**src/rtl/xmw_pkg.sv**
```systemverilog
package xmw_pkg;

  // Phases of one external access.
  typedef enum logic [1:0] {
    XS_IDLE    = 2'd0,  // no access, request port open
    XS_COUNT   = 2'd1,  // programmed wait states and the fixed tail
    XS_STRETCH = 2'd2,  // device holds the wait line low
    XS_FINISH  = 2'd3   // completion clocks after the wait line is released
  } xs_state_e;

endpackage

```
**src/rtl/xmw_sync_chain.sv**
```systemverilog
// Flop chain: a synchronizer for an asynchronous level, or a reset
// release synchronizer when fed a constant 1 and reset to 0.
module xmw_sync_chain #(
  parameter int   STAGES  = 2,
  parameter logic RST_VAL = 1'b1
) (
  input  logic clk,
  input  logic rst_n,
  input  logic din,
  output logic dout
);

  logic [STAGES-1:0] chain_q;
  logic [STAGES-1:0] chain_d;

  always_comb begin
    chain_d[0] = din;
    for (int i = 1; i < STAGES; i++) begin
      chain_d[i] = chain_q[i-1];
    end
  end

  always_ff @(posedge clk or negedge rst_n) begin
    if (!rst_n) begin
      chain_q <= {STAGES{RST_VAL}};
    end else begin
      chain_q <= chain_d;
    end
  end

  assign dout = chain_q[STAGES-1];

endmodule

```
**src/rtl/xmw_ws_cfg.sv**
```systemverilog
// Wait-state count register; the written value is clamped into range.
module xmw_ws_cfg #(
  parameter int CFG_W    = 6,
  parameter int WS_MIN   = 2,
  parameter int WS_MAX   = 31,
  parameter int WS_RESET = 8,
  parameter int WS_W     = 5
) (
  input  logic             clk,
  input  logic             rst_n,
  input  logic             cfg_wr,
  input  logic [CFG_W-1:0] cfg_wdata,
  output logic [WS_W-1:0]  ws_q
);

  logic [WS_W-1:0] ws_clamped;
  logic [WS_W-1:0] ws_d;

  always_comb begin
    if (cfg_wdata < CFG_W'(WS_MIN)) begin
      ws_clamped = WS_W'(WS_MIN);
    end else if (cfg_wdata > CFG_W'(WS_MAX)) begin
      ws_clamped = WS_W'(WS_MAX);
    end else begin
      ws_clamped = cfg_wdata[WS_W-1:0];
    end
  end

  always_comb begin
    ws_d = ws_q;
    if (cfg_wr) begin
      ws_d = ws_clamped;
    end
  end

  always_ff @(posedge clk or negedge rst_n) begin
    if (!rst_n) begin
      ws_q <= WS_W'(WS_RESET);
    end else begin
      ws_q <= ws_d;
    end
  end

endmodule

```
**src/rtl/xmw_seq_fsm.sv**
```systemverilog
// Access timing: counts wait states, honours the synchronized wait line
// inside its window, then runs the fixed completion phase.
module xmw_seq_fsm
  import xmw_pkg::*;
#(
  parameter int WS_W  = 5,
  parameter int K_W   = 6,
  parameter int SYNC  = 2,
  parameter int TAIL  = 3
) (
  input  logic            clk,
  input  logic            rst_n,
  input  logic            start,
  input  logic [WS_W-1:0] ws_cfg,
  input  logic            wait_seen,
  output logic            busy,
  output logic            last,
  output logic            done_q
);

  localparam logic [K_W-1:0] TAIL_K    = K_W'(TAIL);
  localparam logic [K_W-1:0] SYNC_K    = K_W'(SYNC);
  localparam logic [K_W-1:0] TAIL_M1_K = K_W'(TAIL - 1);
  localparam logic [K_W-1:0] ONE_K     = K_W'(1);

  xs_state_e       state_q, state_d;
  logic [K_W-1:0]  k_q, k_d;        // chip-select cycle index, saturating
  logic [K_W-1:0]  rem_q, rem_d;    // completion cycles still to run
  logic [WS_W-1:0] n_q, n_d;        // wait-state count latched per access
  logic            step;

  logic [K_W-1:0]  n_ext;
  logic [K_W-1:0]  lim_end;         // last cycle without any stretching
  logic [K_W-1:0]  lim_seen;        // last cycle a seen wait still counts
  logic [K_W-1:0]  k_inc;
  logic [K_W-1:0]  left;
  logic [K_W-1:0]  rem_start;

  always_comb begin
    n_ext     = K_W'(n_q);
    lim_end   = n_ext + TAIL_K;
    lim_seen  = n_ext + SYNC_K;
    k_inc     = (k_q >= lim_end) ? k_q : k_q + ONE_K;
    left      = (lim_end > k_q) ? (lim_end - k_q) : '0;
    rem_start = (left > TAIL_M1_K) ? left : TAIL_M1_K;
  end

  always_comb begin
    state_d = state_q;
    k_d     = k_q;
    rem_d   = rem_q;
    n_d     = n_q;
    last    = 1'b0;
    unique case (state_q)
      XS_IDLE: begin
        if (start) begin
          state_d = XS_COUNT;
          k_d     = ONE_K;
          n_d     = ws_cfg;
        end
      end
      XS_COUNT: begin
        if (wait_seen && (k_q <= lim_seen)) begin
          state_d = XS_STRETCH;
          k_d     = k_inc;
        end else if (k_q == lim_end) begin
          state_d = XS_IDLE;
          last    = 1'b1;
        end else begin
          k_d = k_inc;
        end
      end
      XS_STRETCH: begin
        k_d = k_inc;
        if (!wait_seen) begin
          state_d = XS_FINISH;
          rem_d   = rem_start;
        end
      end
      XS_FINISH: begin
        if (rem_q == ONE_K) begin
          state_d = XS_IDLE;
          last    = 1'b1;
        end else begin
          rem_d = rem_q - ONE_K;
        end
      end
      default: begin
        state_d = XS_IDLE;
      end
    endcase
  end

  assign busy = (state_q != XS_IDLE);
  assign step = busy | start;

  always_ff @(posedge clk or negedge rst_n) begin
    if (!rst_n) begin
      state_q <= XS_IDLE;
      k_q     <= '0;
      rem_q   <= '0;
      n_q     <= '0;
    end else if (step) begin
      state_q <= state_d;
      k_q     <= k_d;
      rem_q   <= rem_d;
      n_q     <= n_d;
    end
  end

  always_ff @(posedge clk or negedge rst_n) begin
    if (!rst_n) begin
      done_q <= 1'b0;
    end else begin
      done_q <= last;
    end
  end

endmodule

```
**src/rtl/xmw_datapath.sv**
```systemverilog
// Holds the accepted request for the whole access; captures read data.
module xmw_datapath #(
  parameter int ADDR_W = 16,
  parameter int DATA_W = 16
) (
  input  logic              clk,
  input  logic              rst_n,
  input  logic              start,
  input  logic              last,
  input  logic              req_write,
  input  logic [ADDR_W-1:0] req_addr,
  input  logic [DATA_W-1:0] req_wdata,
  input  logic [DATA_W-1:0] mem_din,
  output logic              write_q,
  output logic [ADDR_W-1:0] addr_q,
  output logic [DATA_W-1:0] wdata_q,
  output logic [DATA_W-1:0] rdata_q
);

  logic capture;

  assign capture = last & ~write_q;

  always_ff @(posedge clk or negedge rst_n) begin
    if (!rst_n) begin
      write_q <= 1'b0;
      addr_q  <= '0;
      wdata_q <= '0;
    end else if (start) begin
      write_q <= req_write;
      addr_q  <= req_addr;
      wdata_q <= req_wdata;
    end
  end

  always_ff @(posedge clk or negedge rst_n) begin
    if (!rst_n) begin
      rdata_q <= '0;
    end else if (capture) begin
      rdata_q <= mem_din;
    end
  end

endmodule

```
**src/rtl/extmem_wait_seq.sv**
```systemverilog
module extmem_wait_seq #(
  parameter int ADDR_W      = 16,
  parameter int DATA_W      = 16,
  parameter int CFG_W       = 6,
  parameter int WS_MIN      = 2,
  parameter int WS_MAX      = 31,
  parameter int WS_RESET    = 8,
  parameter int SYNC_STAGES = 2,
  parameter int TAIL_CYCLES = 3
) (
  input  logic              clk,
  input  logic              rst_n,
  input  logic              cfg_wr,
  input  logic [CFG_W-1:0]  cfg_wdata,
  input  logic              req_valid,
  output logic              req_ready,
  input  logic              req_write,
  input  logic [ADDR_W-1:0] req_addr,
  input  logic [DATA_W-1:0] req_wdata,
  output logic              rsp_done,
  output logic [DATA_W-1:0] rsp_rdata,
  output logic              mem_cs_n,
  output logic              mem_oe_n,
  output logic              mem_we_n,
  output logic [ADDR_W-1:0] mem_addr,
  output logic [DATA_W-1:0] mem_dout,
  output logic              mem_dout_en,
  input  logic [DATA_W-1:0] mem_din,
  input  logic              mem_wait_n
);

  localparam int WS_W = $clog2(WS_MAX + 1);
  localparam int K_W  = $clog2(WS_MAX + TAIL_CYCLES + 2);

  logic            srst_n;
  logic            wait_sync_n;
  logic            wait_seen;
  logic [WS_W-1:0] ws_q;
  logic            busy;
  logic            last;
  logic            start;
  logic            write_q;

  xmw_sync_chain #(.STAGES(2), .RST_VAL(1'b0)) i_rst_sync (
    .clk  (clk),
    .rst_n(rst_n),
    .din  (1'b1),
    .dout (srst_n)
  );

  xmw_sync_chain #(.STAGES(SYNC_STAGES), .RST_VAL(1'b1)) i_wait_sync (
    .clk  (clk),
    .rst_n(srst_n),
    .din  (mem_wait_n),
    .dout (wait_sync_n)
  );

  assign wait_seen = ~wait_sync_n;

  xmw_ws_cfg #(
    .CFG_W   (CFG_W),
    .WS_MIN  (WS_MIN),
    .WS_MAX  (WS_MAX),
    .WS_RESET(WS_RESET),
    .WS_W    (WS_W)
  ) i_cfg (
    .clk      (clk),
    .rst_n    (srst_n),
    .cfg_wr   (cfg_wr),
    .cfg_wdata(cfg_wdata),
    .ws_q     (ws_q)
  );

  assign req_ready = ~busy;
  assign start     = req_valid & req_ready;

  xmw_seq_fsm #(
    .WS_W(WS_W),
    .K_W (K_W),
    .SYNC(SYNC_STAGES),
    .TAIL(TAIL_CYCLES)
  ) i_fsm (
    .clk      (clk),
    .rst_n    (srst_n),
    .start    (start),
    .ws_cfg   (ws_q),
    .wait_seen(wait_seen),
    .busy     (busy),
    .last     (last),
    .done_q   (rsp_done)
  );

  xmw_datapath #(
    .ADDR_W(ADDR_W),
    .DATA_W(DATA_W)
  ) i_dp (
    .clk      (clk),
    .rst_n    (srst_n),
    .start    (start),
    .last     (last),
    .req_write(req_write),
    .req_addr (req_addr),
    .req_wdata(req_wdata),
    .mem_din  (mem_din),
    .write_q  (write_q),
    .addr_q   (mem_addr),
    .wdata_q  (mem_dout),
    .rdata_q  (rsp_rdata)
  );

  assign mem_cs_n    = ~busy;
  assign mem_oe_n    = ~(busy & ~write_q);
  assign mem_we_n    = ~(busy & write_q);
  assign mem_dout_en = busy & write_q;

endmodule

```
**config.mk**
```make
export PLATFORM = sky130hd
export DESIGN_NAME = extmem_wait_seq
export DESIGN_NICKNAME = d
export VERILOG_FILES = /design/src/rtl/xmw_pkg.sv /design/src/rtl/xmw_sync_chain.sv /design/src/rtl/xmw_ws_cfg.sv /design/src/rtl/xmw_seq_fsm.sv /design/src/rtl/xmw_datapath.sv /design/src/rtl/extmem_wait_seq.sv
export SDC_FILE = /design/constraint.sdc
export NUM_CORES = 1
export LEC_CHECK = 0
export ABC_AREA = 1
export BUFFER_PORTS_ARGS = -buffer_cell sky130_fd_sc_hd__buf_4
export CORE_MARGIN = 1.5
export CORE_UTILIZATION = 47
export DETAILED_ROUTE_END_ITERATION = 10
export HOLD_SLACK_MARGIN = 0.12
export PLACE_DENSITY_LB_ADDON = 0.3
export SLEW_MARGIN = 20
export SYNTH_ARGS = -nofsm -noshare
export SYNTH_HDL_FRONTEND = slang
export SYNTH_SLANG_ARGS = --single-unit
```
**constraint.sdc**
```tcl
create_clock -name clk -period 2.4 [get_ports clk]
set_input_delay 0.24 -clock clk [delete_from_list [all_inputs] [get_ports clk]]
set_output_delay 0.24 -clock clk [all_outputs]
set_load 0.01 [all_outputs]
```
==> flow_summary_export.csv <==
group,metric,value,unit
floorplan,die_x,95.16,um
synthesis,synth_cell_types,39,
final_layout,drive_gt1_share,36.94,%
min_path,hold_path_depth,3,
clocking,cts_tree,"done",
worst_setup_path,slowest_delay,0.45,ns
final_layout,ff_latch_area,1958,sq um
placed_design,port_buffers,113,
worst_setup_path,r2r_end,"i_dp.rdata_q[12]$_DFFE_PN0P_",
synthesis,syn_area,3991,sq um
synthesis,syn-num-nets,506,
global_route,grt_max_degree,36,
floorplan,chipHeight,95.16,um
sta,drv_slew,0,
final_layout,final_cell_mix,"132 x buf_4, 88 x nand2_1, 73 x dfrtp_1, 50 x inv_1, 37 x dlygate4sd3_1",
synthesis,yosys_warnings,0,
sta,worst_slack,-0.02605,ns
sta,rsz0062_at_grt,"yes",
synthesis,synth-seq-cells,78,
global_route,grtUsageTotal,23.63,%
global_route,top_usage_layer,"met2",
worst_setup_path,cp_max_fo,8,
worst_setup_path,critPathLaunchType,"flip-flop",
global_route,grt.overflow.total,0,
drt,drt_wl_total,10.28,mm
sta,finClkSkew,0.01365,ns
drt,wire_per_inst,14.57,um
synthesis,synth.avg_cell_area,9.436,sq um
drt,drt-pass1-iter-count,4,
sta,period_needed,2.426,ns
outcome,status,"finished with violations",
final_layout,syn_to_final_growth,45.39,%
worst_setup_path,critPathKind,"reg2reg",
worst_setup_path,crit_buf_inv,2,
floorplan,initial_utilization,48.58,%
worst_setup_path,arrival,2.67,ns
drt,dr_total_vias,3527,
power,p_total,7.664,mW
final_layout,layout_commonest_cell,"buf_4",
floorplan,die-area,9054,sq um
global_route,use_met1,28.38,%
clocking,cts-buffers-inserted,9,
drt,drt_iter0_drc,177,
synthesis,synth_seq_area_share,49.00,%
worst_setup_path,critPathSlowestCell,"dfrtp_2",
global_route,grt_pass1_vias,3636,
worst_setup_path,rrSetupSlack,-0.03,ns
drt,vias_per_cell,4.996,
floorplan,pin_count,114,
floorplan,coreArea,8217,sq um
final_layout,final_nets,679,
sta,min_period_over_period,101.1,%
global_route,grt_pass1_wl,16.47,mm
worst_setup_path,endpoint_kind,"flip-flop",
final_layout,antenna_cells,0,
min_path,min_from,"mem_din[0]",
clocking,htreeDepth,3,
worst_setup_path,cp_cell_sequence,"ha_2, buf_4, xnor2_1, ha_1, nand2_1, nor2_2, o21ai_1, o211ai_1, nand2_1, nand2_2, nand2_4, nand2_8, buf_6, nand3_1, nand2_1",
placed_design,place_ws,-0.01124,ns
clocking,worstSkewPairLatency,0.35,ns
sta,worst_pin_slew,0.5358,ns
worst_setup_path,cp_top_family,"simple AND/OR/NAND/NOR gates",
power,peakVddDrop,0.8225,mV
power,powerDensity,1321,nW/um^2
min_path,hp-class,"in2reg",
sta,tns,-0.06135,ns
sta,hold_violations,0,
final_layout,multi_input_area,1901,sq um
clocking,clkSinkCount,78,
sta,max-slew-margin-rel,64.28,%
floorplan,fp-row-count,33,
outcome,failed_checks,"negative setup slack",
sta,setup_viol,9,
sta,timing.fmax,412.2,MHz
clocking,clockRootBuffer,"clkbuf_8",
global_route,antenna_found_initial,0,
clocking,clkTransAtPathRegs,0.09,ns
power,p_leak,2.899,nW
worst_setup_path,worstRegToRegCells,15,
drt,drc,0,
drt,ant_nets,0,
worst_setup_path,r2r-start,"i_fsm.n_q[2]$_DFFE_PN0P_",
synthesis,synthesis.instances,423,
worst_setup_path,cp_data_required_time,2.64,ns
placed_design,dp_hpwl,6.733,mm
global_route,grt_use_met3,6.699,%
worst_setup_path,path_common_cell,"nand2_1",
flow_run,maxCapViolations,0,
min_path,min_to,"i_dp.rdata_q[0]$_DFFE_PN0P_",
global_route,use_met2,40.37,%
placed_design,gp_congestion,0.8650,
final_layout,final.fill_count,554,
clocking,cts.path.max_buffers,2,
[kinds of logic after synthesis]
group / Yosys count / share of synthesized area, %
XOR/XNOR: 12 / 2.633
buffers and inverters: 65 / 6.677
other: 1 / 0.09395
flip-flops: 78 / 49.00
AND/OR/NAND/NOR: 164 / 18.65
AO/OA/AOI/OAI: 48 / 6.521
multiplexers: 32 / 9.028
adder cells (fa/ha/maj): 23 / 7.398
[registers in the layout (all words and copies together), names as in the netlist, named ones only]
register,count
i_fsm.state_q,1
i_dp.wdata_q,16
i_cfg.ws_q,5
i_rst_sync.chain_q,2
i_wait_sync.chain_q,2
i_fsm.n_q,5
i_fsm.rem_q,6
i_dp.rdata_q,16
i_fsm.k_q,6
i_dp.write_q,1
i_fsm.done_q,1
i_dp.addr_q,16
[worst max-delay path by stage]
stage	start	endpoint	slack [ns]	depth (start not counted)
2_1_floorplan	i_rst_sync.chain_q[1]$_DFF_PN0_	async pin	0.07	0
3_3_place_gp	i_fsm.n_q[1]$_DFFE_PN0P_	i_dp.rdata_q[8]$_DFFE_PN0P_	0.07	15
3_5_place_dp	i_fsm.n_q[1]$_DFFE_PN0P_	i_dp.rdata_q[9]$_DFFE_PN0P_	-0.01	15
4_1_cts	i_fsm.n_q[1]$_DFFE_PN0P_	i_dp.rdata_q[0]$_DFFE_PN0P_	0.002	15
5_1_grt	i_fsm.n_q[2]$_DFFE_PN0P_	i_dp.rdata_q[10]$_DFFE_PN0P_	-0.15	15
6_report	i_fsm.n_q[2]$_DFFE_PN0P_	i_dp.rdata_q[12]$_DFFE_PN0P_	-0.03	15
[per-stage QoR]
step                      utilization, %  std cells  hold slack (ns)  instance area (sq um)
final                              70.63        706           0.1323                   5803
after global routing               70.63        706           0.1233                   5803
after CTS                          68.25        697           0.1201                   5608
after detailed placement           61.02        644          0.02360                   5014
after global placement             61.02        644          0.02209                   5014
after floorplan                        -        423         -0.05559                   3991
[layout make-up]
type	instances	area share, %
Clock inverter	6	1.509
Timing Repair Buffer	172	24.04
Sequential cell	78	33.74
Multi-Input combinational cell	281	32.75
Inverter	54	3.493
Clock buffer	10	2.199
Tap cell	105	2.264
[repair_timing]
action | 4_1_cts | 5_1_grt
buffers inserted | 0 | 8
gates resized for setup | 1 | 33
cloned | 0 | 1
hold buffers | 37 | 0
pin swaps | 0 | 19
setup endpoints to repair | 5 | 28
endpoints found under the hold margin | 39 | 0
[cells in the mapped netlist]
cell | count | share of area (%)
ha_1 | 22 | 6.9
inv_1 | 52 | 4.9
nand2_4 | 2 | 0.56
or2_4 | 1 | 0.22
clkinv_1 | 1 | 0.094
o211ai_1 | 3 | 0.56
xnor2_1 | 4 | 0.88
fa_1 | 1 | 0.50
nor2_1 | 20 | 1.9
dfstp_2 | 3 | 2.0
or2_2 | 1 | 0.16
nor3_1 | 1 | 0.13
nand3_2 | 2 | 0.50
buf_6 | 2 | 0.56
nand2_2 | 4 | 0.63
a21oi_1 | 16 | 2.0
nand3_1 | 32 | 4.0
nand2_8 | 1 | 0.50
nand3b_1 | 1 | 0.19
buf_2 | 3 | 0.38
nor2_2 | 1 | 0.16
inv_2 | 1 | 0.094
xor2_1 | 8 | 1.8
a31oi_1 | 2 | 0.31
conb_1 | 1 | 0.094
o22ai_1 | 1 | 0.16
mux2_2 | 32 | 9.0
clkbuf_1 | 5 | 0.47
nand4_1 | 4 | 0.63
o21ai_1 | 7 | 0.88
nand2_1 | 92 | 8.7
buf_4 | 1 | 0.19
a21oi_2 | 1 | 0.22
o21ai_0 | 16 | 2.0
o31ai_1 | 1 | 0.19
and3_1 | 1 | 0.16
nor2_4 | 1 | 0.28
a21o_1 | 1 | 0.19
dfrtp_1 | 75 | 47
[metal layers]
| metal | part of all wire (%) | routed length, um |
|---|---|---|
| met1 | 41 | 4169 |
| met5 | 0 | 0 |
| met2 | 52 | 5313 |
| met3 | 6.1 | 629 |
| met4 | 1.7 | 170 |
[power by group]
group	internal, mW	total [mW]	switching (mW)	leakage [nW]
Clock	0.586	1.07	0.485	0.110
Combinational	2.05	4.41	2.36	1.90
Sequential	1.82	2.18	0.362	0.884
[worst register-to-register path, delay by kind of cell, from the launching register on]
kind / cells / cell delay [ns]
and+or+nand+nor: 8 / 0.73
adders and majority gates: 2 / 0.49
DFF: 1 / 0.45
buffers and inverters: 2 / 0.29
xor gates and xnor gates: 1 / 0.22
AOI/OAI and AO/OA: 2 / 0.16
Note: power is estimated with default switching activity, not from simulation.
